<file path="config.mk">
export PLATFORM = sky130hd
export DESIGN_NAME = prio_irq_ctrl
export DESIGN_NICKNAME = d
export VERILOG_FILES = /design/src/rtl/prio_irq_pkg.sv /design/src/rtl/prio_irq_regs.sv /design/src/rtl/prio_irq_pick.sv /design/src/rtl/prio_irq_vec.sv /design/src/rtl/prio_irq_ctrl.sv
export SDC_FILE = /design/constraint.sdc
export NUM_CORES = 1
export LEC_CHECK = 0
export CAP_MARGIN = 5
export CORE_MARGIN = 3
export CORE_UTILIZATION = 40
export CTS_BUF_LIST = sky130_fd_sc_hd__clkbuf_4
export CTS_CLUSTER_SIZE = 24
export DETAILED_ROUTE_END_ITERATION = 8
export SYNTH_ARGS = -nofsm -noshare
export SYNTH_HDL_FRONTEND = slang
export SYNTH_HIERARCHICAL = 1
export SYNTH_SLANG_ARGS = --single-unit
export TNS_END_PERCENT = 1
</file>
<file path="constraint.sdc">
create_clock -name clk -period 12.2 [get_ports clk]
set_input_delay 1.83 -clock clk [delete_from_list [all_inputs] [get_ports clk]]
set_output_delay 1.83 -clock clk [all_outputs]
set_load 0.005 [all_outputs]
</file>
<file path="src/rtl/prio_irq_pkg.sv">
`timescale 1ns/1ps
// Shared definitions for the priority-level interrupt controller.
// Assumes a five-bit priority code whose upper bits form the level.
package prio_irq_pkg;

    localparam int CODE_W   = 5;            // priority code width
    localparam int LVL_W    = CODE_W - 2;   // level = code[4:2]
    localparam int VEC_W    = 8;            // vector byte width
    localparam int AV_BIT   = 7;            // autovector flag position in control byte

    // Stored part of a source control byte (unused bits are not kept)
    typedef struct packed {
        logic              autovec;
        logic [CODE_W-1:0] code;
    } src_ctrl_t;

endpackage

</file>
<file path="src/rtl/prio_irq_regs.sv">
`timescale 1ns/1ps
// Configuration and pending storage for the interrupt controller.
// Holds the pending copy of the request lines, the mask, one control
// entry per source and the three vector registers. Writes are decoded
// from a flat address: 0 mask, 1..NUM_SRC control, then software,
// port-A and port-B vectors. Other addresses are ignored.
module prio_irq_regs
    import prio_irq_pkg::*;
#(
    parameter int NUM_SRC = 13,
    parameter int ADDR_W  = 5,
    parameter int DATA_W  = 14
) (
    input  logic                   clk,
    input  logic                   rst_n,
    input  logic [NUM_SRC:1]       src_in,
    input  logic                   wr_en,
    input  logic [ADDR_W-1:0]      wr_addr,
    input  logic [DATA_W-1:0]      wr_data,
    output logic [NUM_SRC:1]       pend,
    output logic [NUM_SRC:1]       mask,
    output src_ctrl_t [NUM_SRC:1]  ctrl,
    output logic [VEC_W-1:0]       sw_vec,
    output logic [VEC_W-1:0]       pa_vec,
    output logic [VEC_W-1:0]       pb_vec
);

    localparam int ADDR_MASK = 0;
    localparam int ADDR_SW   = NUM_SRC + 1;
    localparam int ADDR_PA   = NUM_SRC + 2;
    localparam int ADDR_PB   = NUM_SRC + 3;

    logic wr_mask, wr_sw, wr_pa, wr_pb;

    // Decode the non-indexed write targets
    always_comb begin
        wr_mask = wr_en && (wr_addr == ADDR_W'(ADDR_MASK));
        wr_sw   = wr_en && (wr_addr == ADDR_W'(ADDR_SW));
        wr_pa   = wr_en && (wr_addr == ADDR_W'(ADDR_PA));
        wr_pb   = wr_en && (wr_addr == ADDR_W'(ADDR_PB));
    end

    // Pending register follows the request lines each cycle
    always_ff @(posedge clk) begin
        if (!rst_n) pend <= '0;
        else        pend <= src_in;
    end

    // Mask register: all sources blocked out of reset
    always_ff @(posedge clk) begin
        if (!rst_n)       mask <= '1;
        else if (wr_mask) mask <= wr_data[NUM_SRC:1];
    end

    // Per-source control entries
    always_ff @(posedge clk) begin
        if (!rst_n) begin
            ctrl <= '0;
        end else begin
            for (int i = 1; i <= NUM_SRC; i++) begin
                if (wr_en && (wr_addr == ADDR_W'(i))) begin
                    ctrl[i].autovec <= wr_data[AV_BIT];
                    ctrl[i].code    <= wr_data[CODE_W-1:0];
                end
            end
        end
    end

    // Vector registers
    always_ff @(posedge clk) begin
        if (!rst_n) begin
            sw_vec <= '0;
            pa_vec <= '0;
            pb_vec <= '0;
        end else begin
            if (wr_sw) sw_vec <= wr_data[VEC_W-1:0];
            if (wr_pa) pa_vec <= wr_data[VEC_W-1:0];
            if (wr_pb) pb_vec <= wr_data[VEC_W-1:0];
        end
    end

    assert_pend_follow_R2: assert property (@(posedge clk) disable iff (!rst_n)
        $past(rst_n) |-> (pend == $past(src_in)));

    assert_mask_reset_R1: assert property (@(posedge clk) disable iff (!rst_n)
        !$past(rst_n) |-> (mask == '1) && (pend == '0));

    assert_mask_write_R9: assert property (@(posedge clk) disable iff (!rst_n)
        wr_mask |=> (mask == $past(wr_data[NUM_SRC:1])));

endmodule

</file>
<file path="src/rtl/prio_irq_pick.sv">
`timescale 1ns/1ps
// Winner selection by a balanced comparison tree.
// Leaves are source numbers padded to a power of two; each node keeps
// the left (lower-numbered) candidate unless the right one is valid and
// strictly larger, which yields lowest-number-wins on equal codes.
// A source with code 0 is never a candidate.
module prio_irq_pick
    import prio_irq_pkg::*;
#(
    parameter int NUM_SRC = 13,
    parameter int IDX_W   = $clog2(NUM_SRC + 1)
) (
    input  logic                           clk,
    input  logic                           rst_n,
    input  logic [NUM_SRC:1]               active,
    input  logic [NUM_SRC:1][CODE_W-1:0]   code,
    output logic                           win_valid,
    output logic [IDX_W-1:0]               win_idx,
    output logic [CODE_W-1:0]              win_code
);

    localparam int LEAVES = 1 << IDX_W;
    localparam int NODES  = 2 * LEAVES;

    logic              nv [1:NODES-1];
    logic [CODE_W-1:0] nc [1:NODES-1];
    logic [IDX_W-1:0]  ni [1:NODES-1];

    for (genvar k = 0; k < LEAVES; k++) begin : g_leaf
        if (k >= 1 && k <= NUM_SRC) begin : g_real
            assign nv[LEAVES+k] = active[k] && (code[k] != '0);
            assign nc[LEAVES+k] = code[k];
            assign ni[LEAVES+k] = IDX_W'(k);
        end else begin : g_pad
            assign nv[LEAVES+k] = 1'b0;
            assign nc[LEAVES+k] = '0;
            assign ni[LEAVES+k] = IDX_W'(k);
        end
    end

    for (genvar n = 1; n < LEAVES; n++) begin : g_node
        logic take_r;
        assign take_r = nv[2*n+1] && (!nv[2*n] || (nc[2*n+1] > nc[2*n]));
        assign nv[n]  = nv[2*n] || nv[2*n+1];
        assign nc[n]  = take_r ? nc[2*n+1] : nc[2*n];
        assign ni[n]  = take_r ? ni[2*n+1] : ni[2*n];
    end

    assign win_valid = nv[1];
    assign win_idx   = ni[1];
    assign win_code  = nc[1];

    // Independent linear scan used only by the checks below
    logic beat_hi, beat_tie, any_cand;
    always_comb begin
        beat_hi  = 1'b0;
        beat_tie = 1'b0;
        any_cand = 1'b0;
        for (int i = 1; i <= NUM_SRC; i++) begin
            if (active[i] && code[i] != '0) begin
                any_cand = 1'b1;
                if (code[i] > win_code) beat_hi = 1'b1;
                if (code[i] == win_code && IDX_W'(i) < win_idx) beat_tie = 1'b1;
            end
        end
    end

    assert_win_active_R4: assert property (@(posedge clk) disable iff (!rst_n)
        win_valid |-> active[win_idx] && (code[win_idx] == win_code));

    assert_win_max_R4: assert property (@(posedge clk) disable iff (!rst_n)
        (any_cand == win_valid) && !(win_valid && beat_hi));

    assert_tie_low_R5: assert property (@(posedge clk) disable iff (!rst_n)
        win_valid |-> !beat_tie);

endmodule

</file>
<file path="src/rtl/prio_irq_vec.sv">
`timescale 1ns/1ps
// Level and vector formation for the selected source.
// Level is the top bits of the winning code, 0 without a winner.
// Vector is the automatic value (base + level) or one of three
// vector registers chosen by the winning source number.
module prio_irq_vec
    import prio_irq_pkg::*;
#(
    parameter int IDX_W        = 4,
    parameter int PORT_A_SRC   = 12,
    parameter int PORT_B_SRC   = 13,
    parameter int AUTOVEC_BASE = 24
) (
    input  logic                clk,
    input  logic                rst_n,
    input  logic                win_valid,
    input  logic [IDX_W-1:0]    win_idx,
    input  logic [LVL_W-1:0]    win_lvl,
    input  logic                win_autovec,
    input  logic [VEC_W-1:0]    sw_vec,
    input  logic [VEC_W-1:0]    pa_vec,
    input  logic [VEC_W-1:0]    pb_vec,
    output logic [LVL_W-1:0]    irq_level,
    output logic [VEC_W-1:0]    irq_vector
);

    // Level from the winner, zero when idle
    always_comb begin
        irq_level = win_valid ? win_lvl : '0;
    end

    // Vector source selection
    always_comb begin
        if (win_autovec)
            irq_vector = VEC_W'(AUTOVEC_BASE) + VEC_W'(irq_level);
        else if (win_idx == IDX_W'(PORT_A_SRC))
            irq_vector = pa_vec;
        else if (win_idx == IDX_W'(PORT_B_SRC))
            irq_vector = pb_vec;
        else
            irq_vector = sw_vec;
    end

    assert_autovec_R7: assert property (@(posedge clk) disable iff (!rst_n)
        (win_valid && win_autovec) |-> (irq_vector >= VEC_W'(AUTOVEC_BASE)));

    assert_port_vec_R8: assert property (@(posedge clk) disable iff (!rst_n)
        (win_valid && !win_autovec && win_idx == IDX_W'(PORT_B_SRC)) |-> (irq_vector == pb_vec));

endmodule

</file>
<file path="src/rtl/prio_irq_ctrl.sv">
`timescale 1ns/1ps
// Priority-level interrupt controller top.
// Collects request lines into pending state, applies the mask, selects
// the highest-priority active source and drives level and vector.
// Outputs are combinational from registered state, so any change on
// inputs or configuration appears one clock edge later.
module prio_irq_ctrl
    import prio_irq_pkg::*;
#(
    parameter int NUM_SRC      = 13,
    parameter int ADDR_W       = 5,
    parameter int DATA_W       = 14,
    parameter int PORT_A_SRC   = 12,
    parameter int PORT_B_SRC   = 13,
    parameter int AUTOVEC_BASE = 24
) (
    input  logic                clk,
    input  logic                rst_n,
    input  logic [NUM_SRC:1]    src_in,
    input  logic                wr_en,
    input  logic [ADDR_W-1:0]   wr_addr,
    input  logic [DATA_W-1:0]   wr_data,
    output logic [2:0]          irq_level,
    output logic [7:0]          irq_vector
);

    localparam int IDX_W = $clog2(NUM_SRC + 1);

    logic [NUM_SRC:1]              pend, mask, active;
    src_ctrl_t [NUM_SRC:1]         ctrl;
    logic [NUM_SRC:1][CODE_W-1:0]  codes;
    logic [VEC_W-1:0]              sw_vec, pa_vec, pb_vec;
    logic                          win_valid, win_autovec;
    logic [IDX_W-1:0]              win_idx;
    logic [CODE_W-1:0]             win_code;

    prio_irq_regs #(
        .NUM_SRC (NUM_SRC),
        .ADDR_W  (ADDR_W),
        .DATA_W  (DATA_W)
    ) u_regs (
        .clk     (clk),
        .rst_n   (rst_n),
        .src_in  (src_in),
        .wr_en   (wr_en),
        .wr_addr (wr_addr),
        .wr_data (wr_data),
        .pend    (pend),
        .mask    (mask),
        .ctrl    (ctrl),
        .sw_vec  (sw_vec),
        .pa_vec  (pa_vec),
        .pb_vec  (pb_vec)
    );

    // Active set and code vector for the selection tree
    always_comb begin
        active = pend & ~mask;
        for (int i = 1; i <= NUM_SRC; i++) codes[i] = ctrl[i].code;
    end

    prio_irq_pick #(
        .NUM_SRC (NUM_SRC),
        .IDX_W   (IDX_W)
    ) u_pick (
        .clk       (clk),
        .rst_n     (rst_n),
        .active    (active),
        .code      (codes),
        .win_valid (win_valid),
        .win_idx   (win_idx),
        .win_code  (win_code)
    );

    // Autovector flag of the winning source
    always_comb begin
        win_autovec = 1'b0;
        for (int i = 1; i <= NUM_SRC; i++)
            if (win_idx == IDX_W'(i)) win_autovec = ctrl[i].autovec;
    end

    prio_irq_vec #(
        .IDX_W        (IDX_W),
        .PORT_A_SRC   (PORT_A_SRC),
        .PORT_B_SRC   (PORT_B_SRC),
        .AUTOVEC_BASE (AUTOVEC_BASE)
    ) u_vec (
        .clk         (clk),
        .rst_n       (rst_n),
        .win_valid   (win_valid),
        .win_idx     (win_idx),
        .win_lvl     (win_code[CODE_W-1:2]),
        .win_autovec (win_autovec),
        .sw_vec      (sw_vec),
        .pa_vec      (pa_vec),
        .pb_vec      (pb_vec),
        .irq_level   (irq_level),
        .irq_vector  (irq_vector)
    );

    assert_level_cause_R6: assert property (@(posedge clk) disable iff (!rst_n)
        (irq_level != '0) |-> (active != '0) && (win_code >= CODE_W'(4)));

    assert_masked_quiet_R3: assert property (@(posedge clk) disable iff (!rst_n)
        (mask == '1) |-> (irq_level == '0));

endmodule

</file>
Word level (Yosys, flattened, before mapping)
Index checks and enable logic that the tools add are counted.
{"block": "op_classes", "addsub": 1, "magnitude_cmp": 12, "eq_ne": 29, "n_mux": 43, "n_bitwise": 2, "n_reduce_logical": 92}
{"op": "$mux W5", "count": 13}
{"op": "$reduce_bool A5 Y1", "count": 13}
{"op": "$gt A5 B5 Y1", "count": 12}
{"op": "$logic_and A1 B1 Y1", "count": 42}
{"op": "$eq A5 B4 Y1 const B", "count": 8}
{"op": "$eq A4 B4 Y1 const B", "count": 6}
{"op": "$logic_or A1 B1 Y1", "count": 24}
{"op": "$mux W8", "count": 3}
{"op": "$eq A5 B3 Y1 const B", "count": 4}
{"op": "$mux W1", "count": 20}
{"op": "$eq A4 B3 Y1 const B", "count": 4}
{"op": "$and A13 B13 Y13", "count": 1}
{"op": "$not A13 Y13", "count": 1}
{"op": "$logic_not A1 Y1", "count": 12}
{"op": "$eq A5 B2 Y1 const B", "count": 2}
{"op": "$mux W3", "count": 3}
{"op": "$eq A4 B2 Y1 const B", "count": 2}
{"op": "$add A5 B3 Y6 const A", "count": 1}
{"op": "$mux W2", "count": 3}
{"op": "$eq A5 B1 Y1 const B", "count": 1}
{"op": "$eq A5 B5 Y1 const B", "count": 1}
{"op": "$logic_not A5 Y1", "count": 1}
{"op": "$eq A4 B1 Y1 const B", "count": 1}
{"op": "$mux W4", "count": 1}
{"block": "word_totals", "reg_bits": 128, "inputBits": 35, "output_inout_bits": 11, "elab_cells": 210}

Longest topological paths before layout
Gate-level depths: netlist of the first run.
{"block": "logic_depth", "depth_word": 34, "ltp_mapped": 47, "mapped_depth_nobuf": 45}

By module
The synthesis of the first run kept the hierarchy.
{"mod": "prio_irq_regs", "instances": 1, "cells_per_inst": 449, "area_each_um2": 4628.2, "seq_area_each_um2": 2562.5}
{"mod": "prio_irq_pick", "instances": 1, "cells_per_inst": 369, "area_each_um2": 2696.3, "seq_area_each_um2": 0.0}
{"mod": "prio_irq_vec", "instances": 1, "cells_per_inst": 38, "area_each_um2": 255.2, "seq_area_each_um2": 0.0}
{"mod": "prio_irq_ctrl", "instances": 1, "cells_per_inst": 24, "area_each_um2": 202.7, "seq_area_each_um2": 0.0}

Worst setup path before layout of the first run
No wires, ideal clock.
{"block": "synth_timing", "path_type": "reg-to-output", "startpoint": "register, netlist name u_regs/ctrl[45]", "endpoint": "output port irq_vector[1]", "arrival_ns": 8.290, "t_required_ns": 10.370, "slack_ns": 2.080, "path_stages_with_launch": 43, "path_buffers": 4, "cell_sequence": "dfxtp_1 > inv_1 > ha_1 > a211oi_1 > nand3_1 > a21oi_1 > or2_2 > clkbuf_1 > mux2i_1 > ha_1 > a21oi_1 > o21ai_0 > maj3_1 > a211o_1 > nand3_4 > mux2i_1 > inv_1 > ha_1 > (+7 left out) > clkbuf_1 > mux2i_1 > inv_1 > ha_1 > nor2b_1 > o21a_1 > o21ai_0 > nand2b_1 > a21oi_1 > a31oi_1 > o32a_1 > buf_1 > a31oi_1 > mux4_2 > a32oi_1 > o31ai_1 > buf_1 > o31ai_1"}
{"block": "synth_between", "elab_chain_cells": 33, "word_cells_on_any_way": 60, "cone_classes": "1 x add/sub; 4 x order compare; 13 x eq/ne; 25 x mux; 17 x reduce/logical"}
{"item": "parallel branches: the longest is 16 deep, another holds $gt A5 B5 Y1"}
{"item": "$logic_and A1 B1 Y1 *", "line": "prio_irq_pick.sv:43", "text": "assign take_r = nv[2*n+1] && (!nv[2*n] || (nc[2*n+1] > nc[2*n]));"}
{"item": "via u_pick.g_node[1].take_r", "line": "prio_irq_pick.sv:42", "text": "logic take_r;"}
{"item": "$mux W4 *", "line": "prio_irq_pick.sv:46", "text": "assign ni[n] = take_r ? ni[2*n+1] : ni[2*n];"}
{"item": "via win_idx[0]", "line": "prio_irq_ctrl.sv:34", "text": "logic [IDX_W-1:0] win_idx;"}
{"item": "$eq A4 B1 Y1", "line": "prio_irq_ctrl.sv:79", "text": "if (win_idx == IDX_W'(i)) win_autovec = ctrl[i].autovec;"}
{"item": "$mux W1 (12 in a row)", "line": "prio_irq_ctrl.sv:79"}
{"item": "$mux W1 *", "line": "prio_irq_ctrl.sv:79"}
{"item": "via win_autovec", "line": "prio_irq_ctrl.sv:33", "text": "logic win_valid, win_autovec;"}
{"item": "$mux W8 *", "line": "prio_irq_vec.sv:34", "text": "if (win_autovec)"}
{"item": "end: declaration", "line": "prio_irq_ctrl.sv:24", "text": "output logic [7:0] irq_vector"}
Mark *: on every way through the listed nets, which the timed path passes.

Worst setup path after layout of the first run
{"block": "layout_timing", "startpoint": "register, netlist name u_regs/ctrl[45]", "endpoint": "output port irq_vector[0]"}
{"block": "layout_between", "elab_chain_cells": 33, "word_cells_on_any_way": 60, "cone_classes": "1 x add/sub; 4 x order compare; 13 x eq/ne; 25 x mux; 17 x reduce/logical"}
{"item": "parallel branches: the longest is 16 deep, another holds $gt A5 B5 Y1"}
{"item": "$logic_and A1 B1 Y1 *", "line": "prio_irq_pick.sv:43"}
{"item": "$mux W4 *", "line": "prio_irq_pick.sv:46"}
{"item": "via win_idx[3]", "line": "prio_irq_ctrl.sv:34"}
{"item": "$eq A4 B1 Y1", "line": "prio_irq_ctrl.sv:79"}
{"item": "$mux W1 (12 in a row)", "line": "prio_irq_ctrl.sv:79"}
{"item": "$mux W1 *", "line": "prio_irq_ctrl.sv:79"}
{"item": "via win_autovec", "line": "prio_irq_ctrl.sv:33"}
{"item": "$mux W8 *", "line": "prio_irq_vec.sv:34"}
Marked as above.

==> results.md, run 1 <==
* Clock input transition at the sequential cells of the worst setup and hold paths at 0.12 ns
* Commonest non-fill, non-tap cell in the layout: sky130_fd_sc_hd__nand2_1
* Final number of hold-violating endpoints at 0
* Post-DR vias/cell at 5.30
* Worst skew pair latency at 0.53 ns
* Nature of the critical path endpoint: output pin
* Final global-route overflow total at 0
* Total wire length at 19.7 mm
* Depth of the CTS H-tree at 4
* Top Metal Used: met4
* Setup repair after global routing missed its margin: no
* Worst vdd rail ir drop at 0.0000512 V
* Part of the total power dissipated in sequential elements at 57.0%
* Row Count at 50
* Number of top-level design ports at 46
* Met3 WL post-DR at 783 um
* Slew headroom at 34.6%
* P per Cell Area at 85.9 nW/um2
* Sort of element at the start of the critical path: register
* Antenna violations before repair at 1
* Die area at 21100 um2
* Cell area after synthesis at 7760 um2
* Layout area overhead at 12.1%
* Clock tree from TritonCTS: done
* Maximum net fanout on the critical path at 16
* TritonCTS Buffers at 17
* Floorplan core area at 18900 um2
* Longest Clk Path Bufs at 2
* Die height at 145 um
* Detailed-routing iteration count for the pre-antenna-repair pass at 5
* Proportion of total power due to net switching at 27.0%
* Iter 0 DRT Violations at 386
* YS warnings at 6
* Switching power of the nets at 202 uW
* Fmax at 88.3 MHz
* Number of max-capacitance violations reported at 0
* Total vias in the final route at 6293
* Starting density of the core at 41.1%
* Number of instances in the synthesized netlist at 878
* Critical path's largest stage delay at 0.54 ns
* Drc violations at 0
* Average cell area after synthesis at 8.84 um2
* Final Power at 747 uW
* Overall routing resource usage at 18.6%
* Shortest period the worst path allows at 11.33 ns
* Lkg Pwr at 0.00399 uW
* Number of buffers and inverters on the critical path at 6
* Relative contribution of combinational cells to total power at 7.4%
* Die width at 145 um
* Path class of the lowest-slack min-delay path: reg2reg
* Clock power share at 35.7%
* Crit Path Category: reg2out
* Flip-flop and latch area at 2560 um2
* Dpl hpwl at 14.3 mm
* Area of the multi-input gates at 4790 um2
* Met2 routed WL at 8.84 mm
* Layout filler cell count at 1925
* Commonest cells after routing, fill and taps aside: 146 x sky130_fd_sc_hd__nand2_1, 131 x sky130_fd_sc_hd__mux2i_1, 128 x sky130_fd_sc_hd__dfxtp_1
* Pin count of the biggest net entering global routing at 74
* Vias in the first global route at 5995
* Max Slew Vio Count at 0
* Count of antenna-violating nets left after detailed routing at 0
* Final core utilization at 46.0%
* Least-Margin Pin Slew at 0.979 ns
* Worst clock skew at 0 ns
* Detailed-route wire length on metal 1 at 9.74 mm
* Design area at 8700 um2
* PortBufs at 45
* Data arrival at the endpoint of the critical path at 9.50 ns
* Cell with the largest stage delay on the worst path: sky130_fd_sc_hd__clkdlybuf4s50_1
* First-pass GRT wire length at 31.9 mm
* Area of placed instances at 8410 um2
* CP Data Required Time at 10.37 ns
* Routed length per placed instance at 16.6 um
* Routability congestion estimate from global placement at 0.824
* Final critical-path share of the clock period at 92.9%
* Clk Tree Root Cell: sky130_fd_sc_hd__clkbuf_4
* Post-synthesis net count at 971
* Setup Viol. Count Final at 0
* # nets final at 1006
* Count of clock tree sinks at 128
* Fraction of final layout cells sized beyond drive strength 1 at 9.07%
* Run status: finished, final reports clean
* Crit-path leading delay family: compound AO/OA/AOI/OAI gates
* Internal portion of total power at 545 uW
* Final TNS setup at 0 ns
[path summary, 6_finish.rpt]
kind	from	depth (start not counted)	slack, ns	endpoint
worst max-delay path	u_regs/ctrl[45]$_SDFFE_PN0P_	42	0.87	irq_vector[0]
worst min-delay path	u_regs/pa_vec[1]$_SDFFE_PN0P_	2	0.46	u_regs/pa_vec[1]$_SDFFE_PN0P_
worst max register to register	u_regs/ctrl[16]$_SDFFE_PN0P_	2	11.44	u_regs/ctrl[16]$_SDFFE_PN0P_
worst min register to register	u_regs/pa_vec[1]$_SDFFE_PN0P_	2	0.46	u_regs/pa_vec[1]$_SDFFE_PN0P_
[final cells by class]
cell class | instances | area share [%]
Antenna cell | 1 | 0.0288
Clock buffer | 17 | 1.47
Clock inverter | 15 | 1.38
Inverter | 70 | 3.02
Multi-Input combinational cell | 643 | 55.1
Sequential cell | 128 | 29.5
Tap cell | 260 | 3.74
Timing Repair Buffer | 53 | 5.84
[power groups by stage]
stage,combinational [uW],clock [uW],sequential [uW]
after global routing,60.4,295,427
after floorplan,32.9,0,434
final,55.0,267,426
after detailed placement,55.0,0,435
after CTS,55.2,277,426
after global placement,54.8,0,435
[registers in the layout (all words and copies together) (netlist names)]
name / cells
u_regs/ctrl: 78
u_regs/mask: 13
u_regs/pa_vec: 8
u_regs/pb_vec: 8
u_regs/pend: 13
u_regs/sw_vec: 8
[metrics by stage]
step	instances	worst slack, ns	hold WS [ns]
final	1187	0.871	0.462
after global routing	1187	0.0464	0.483
after CTS	1183	0.227	0.463
after detailed placement	1151	0.890	0.444
after global placement	1151	1.04	0.441
after floorplan	878	2.18	0.430
[layer usage]
layer  track usage, %  vias up
li1                 -     3159
met1             25.9     2998
met2             29.4      116
met3             3.40       20
met4             6.08        0
met5                0        -
[tightest hold or removal path, stage by stage, from the launching register on]
cell and delay [ns]:
sky130_fd_sc_hd__dfxtp_1 0.32, sky130_fd_sc_hd__nand2_1 0.05, sky130_fd_sc_hd__mux2i_1 0.05
[what timing repair did]
action	in CTS	in global routing
hold buffers	0	0
setup buffers	0	3
setup endpoints to repair	0	8
gates resized for setup	0	6
Note: power is estimated with default switching activity, not from simulation.
==> inputs of run 2 (changes only) <==
CTS_CLUSTER_SIZE = 10   (was 24)
MAX_ROUTING_LAYER = met4   (was default)
==> run 2 against run 1 <==
Effect of this change:
- count of clock-buffer cells in the layout did not move
- flip-flop and latch count unchanged
- via count fell by 0.11%
- critical path depth unchanged
- critical path type unchanged
- largest power group unchanged
==> results.md, run 2 (synthesized netlist as in run 1, its figures left out) <==
* Floorplan core area at 18900 um2
* Path class of the lowest-slack min-delay path: reg2reg
* Nature of the critical path endpoint: output pin
* First-pass GRT wire length at 31.9 mm
* Worst vdd rail ir drop at 0.0000513 V
* Count of clock tree sinks at 128
* Commonest non-fill, non-tap cell in the layout: sky130_fd_sc_hd__nand2_1
* Least-Margin Pin Slew at 0.965 ns
* Layout area overhead at 12.1%
* Row Count at 50
* Layout filler cell count at 1925
* Setup Viol. Count Final at 0
* Sort of element at the start of the critical path: register
* Routability congestion estimate from global placement at 0.836
* TritonCTS Buffers at 17
* Iter 0 DRT Violations at 401
* Final number of hold-violating endpoints at 0
* Die area at 21100 um2
* PortBufs at 45
* Crit-path leading delay family: compound AO/OA/AOI/OAI gates
* Final core utilization at 46.0%
* Maximum net fanout on the critical path at 16
* Die width at 145 um
* Shortest period the worst path allows at 11.36 ns
* Cell Count Post-Placement at 1151
* Post-route setup slack at 0.836 ns
* Critical path's largest stage delay at 0.54 ns
* Total vias in the final route at 6286
* Fraction of final layout cells sized beyond drive strength 1 at 9.07%
* Non-filler instance count after layout at 1187
* Longest Clk Path Bufs at 2
* Starting density of the core at 41.1%
* Post-placement setup slack at 0.890 ns
* Clk Tree Root Cell: sky130_fd_sc_hd__clkbuf_4
* Depth of the CTS H-tree at 4
* Fmax at 88.0 MHz
* Worst clock skew at 0 ns
* Critical path origin: u_regs/ctrl[45]$_SDFFE_PN0P_
* Lkg Pwr at 0.00399 uW
* Setup repair after global routing missed its margin: no
* Clock input transition at the sequential cells of the worst setup and hold paths at 0.11 ns
* Post-DR vias/cell at 5.30
* Final TNS setup at 0 ns
* P per Cell Area at 85.9 nW/um2
* Origin of the critical flop-to-flop path: u_regs/ctrl[16]$_SDFFE_PN0P_
* Vias in the first global route at 5990
* Slack of the worst reg-to-reg path at 11.44 ns
* Count of antenna-violating nets left after detailed routing at 0
* Number of top-level design ports at 46
* Run status: finished, final reports clean
* Overall routing resource usage at 19.2%
* Die height at 145 um
* Cell with the largest stage delay on the worst path: sky130_fd_sc_hd__clkdlybuf4s50_1
* Regs by FF count: u_regs/ctrl x78, u_regs/mask x13, u_regs/pend x13
* Total wire length at 19.7 mm
* Final global-route overflow total at 0
* Flip-flop count of the largest register after layout at 78
* Number of max-capacitance violations reported at 0
* Max Slew Vio Count at 0
* Dpl hpwl at 14.3 mm
* Slew headroom at 35.5%
* Hold path startpoint: u_regs/ctrl[77]$_SDFFE_PN0P_
* Register with the most flip-flops: u_regs/ctrl
* Pin count of the biggest net entering global routing at 74
* Drc violations at 0
* Data arrival at the endpoint of the critical path at 9.53 ns
* Post-CTS Hold Fix Bufs at 0
* # nets final at 1006
* Worst skew pair latency at 0.53 ns
* Number of buffers and inverters on the critical path at 6
* Commonest cells after routing, fill and taps aside: 146 x sky130_fd_sc_hd__nand2_1, 131 x sky130_fd_sc_hd__mux2i_1, 128 x sky130_fd_sc_hd__dfxtp_1
* Crit Path Category: reg2out
* Detailed-routing iteration count for the pre-antenna-repair pass at 5
* Antenna violations before repair at 1
* CP Data Required Time at 10.37 ns
* Routed length per placed instance at 16.6 um
* Final critical-path share of the clock period at 93.1%
* Clock tree from TritonCTS: done
## run 2: cell counts in the layout (fill, tap and decap cells not counted)
No cell type changed its count.
## run 2: tightest hold or removal path, delay by kind of cell, from the launching register on
kind	cells	cell delay (ns)
flops	1	0.33
mux	1	0.05
simple gates	1	0.05
## run 2: final timing paths
path	end	depth (start not counted)
worst max-delay path	irq_vector[0]	42
worst min-delay path	u_regs/ctrl[77]$_SDFFE_PN0P_	2
worst max register to register	u_regs/ctrl[16]$_SDFFE_PN0P_	2
worst min register to register	u_regs/ctrl[77]$_SDFFE_PN0P_	2
## run 2: where the power goes
group          internal, uW  switching [uW]  total, uW
clock network          98.9             168        267
logic                  23.5            31.5       55.0
registers               423            2.81        426
## run 2: stage by stage
stage | area (um2) | total power (uW) | hold slack (ns)
floorplan | 7760 | 467 | 0.430
global placement | 8410 | 490 | 0.441
detailed placement | 8410 | 490 | 0.444
CTS | 8660 | 758 | 0.463
global route | 8700 | 782 | 0.483
finish | 8700 | 748 | 0.465
## run 2: area by class of cell
class / instances / area [um2] / area share (%)
diodes: 1 / 2.50 / 0.0288
flip-flops and latches: 128 / 2560 / 29.5
clock buffers: 17 / 128 / 1.47
repair buffers: 53 / 508 / 5.84
well taps: 260 / 325 / 3.74
inverters: 70 / 263 / 3.02
clock inverters: 15 / 120 / 1.38
multi-input cells: 643 / 4790 / 55.1
## run 2: layer usage
layer / track usage (%) / vias to the layer above / wire length, um
met4: 6.08 / 0 / 301
met3: 3.25 / 20 / 827
met5: - / - / 0
met1: 26.0 / 2990 / 9770
met2: 29.3 / 118 / 8800
li1: - / 3158 / -
## run 2: timing repair
item	4_1_cts	5_1_grt
buffers inserted	0	3
endpoints found under the setup margin	0	8
gates resized for setup	0	6
==> inputs of run 3 (changes only) <==
CAP_MARGIN = default   (was 5)
==> results of run 3 <==
No change in the layout: final DEF, timing and power equal those of run 2.
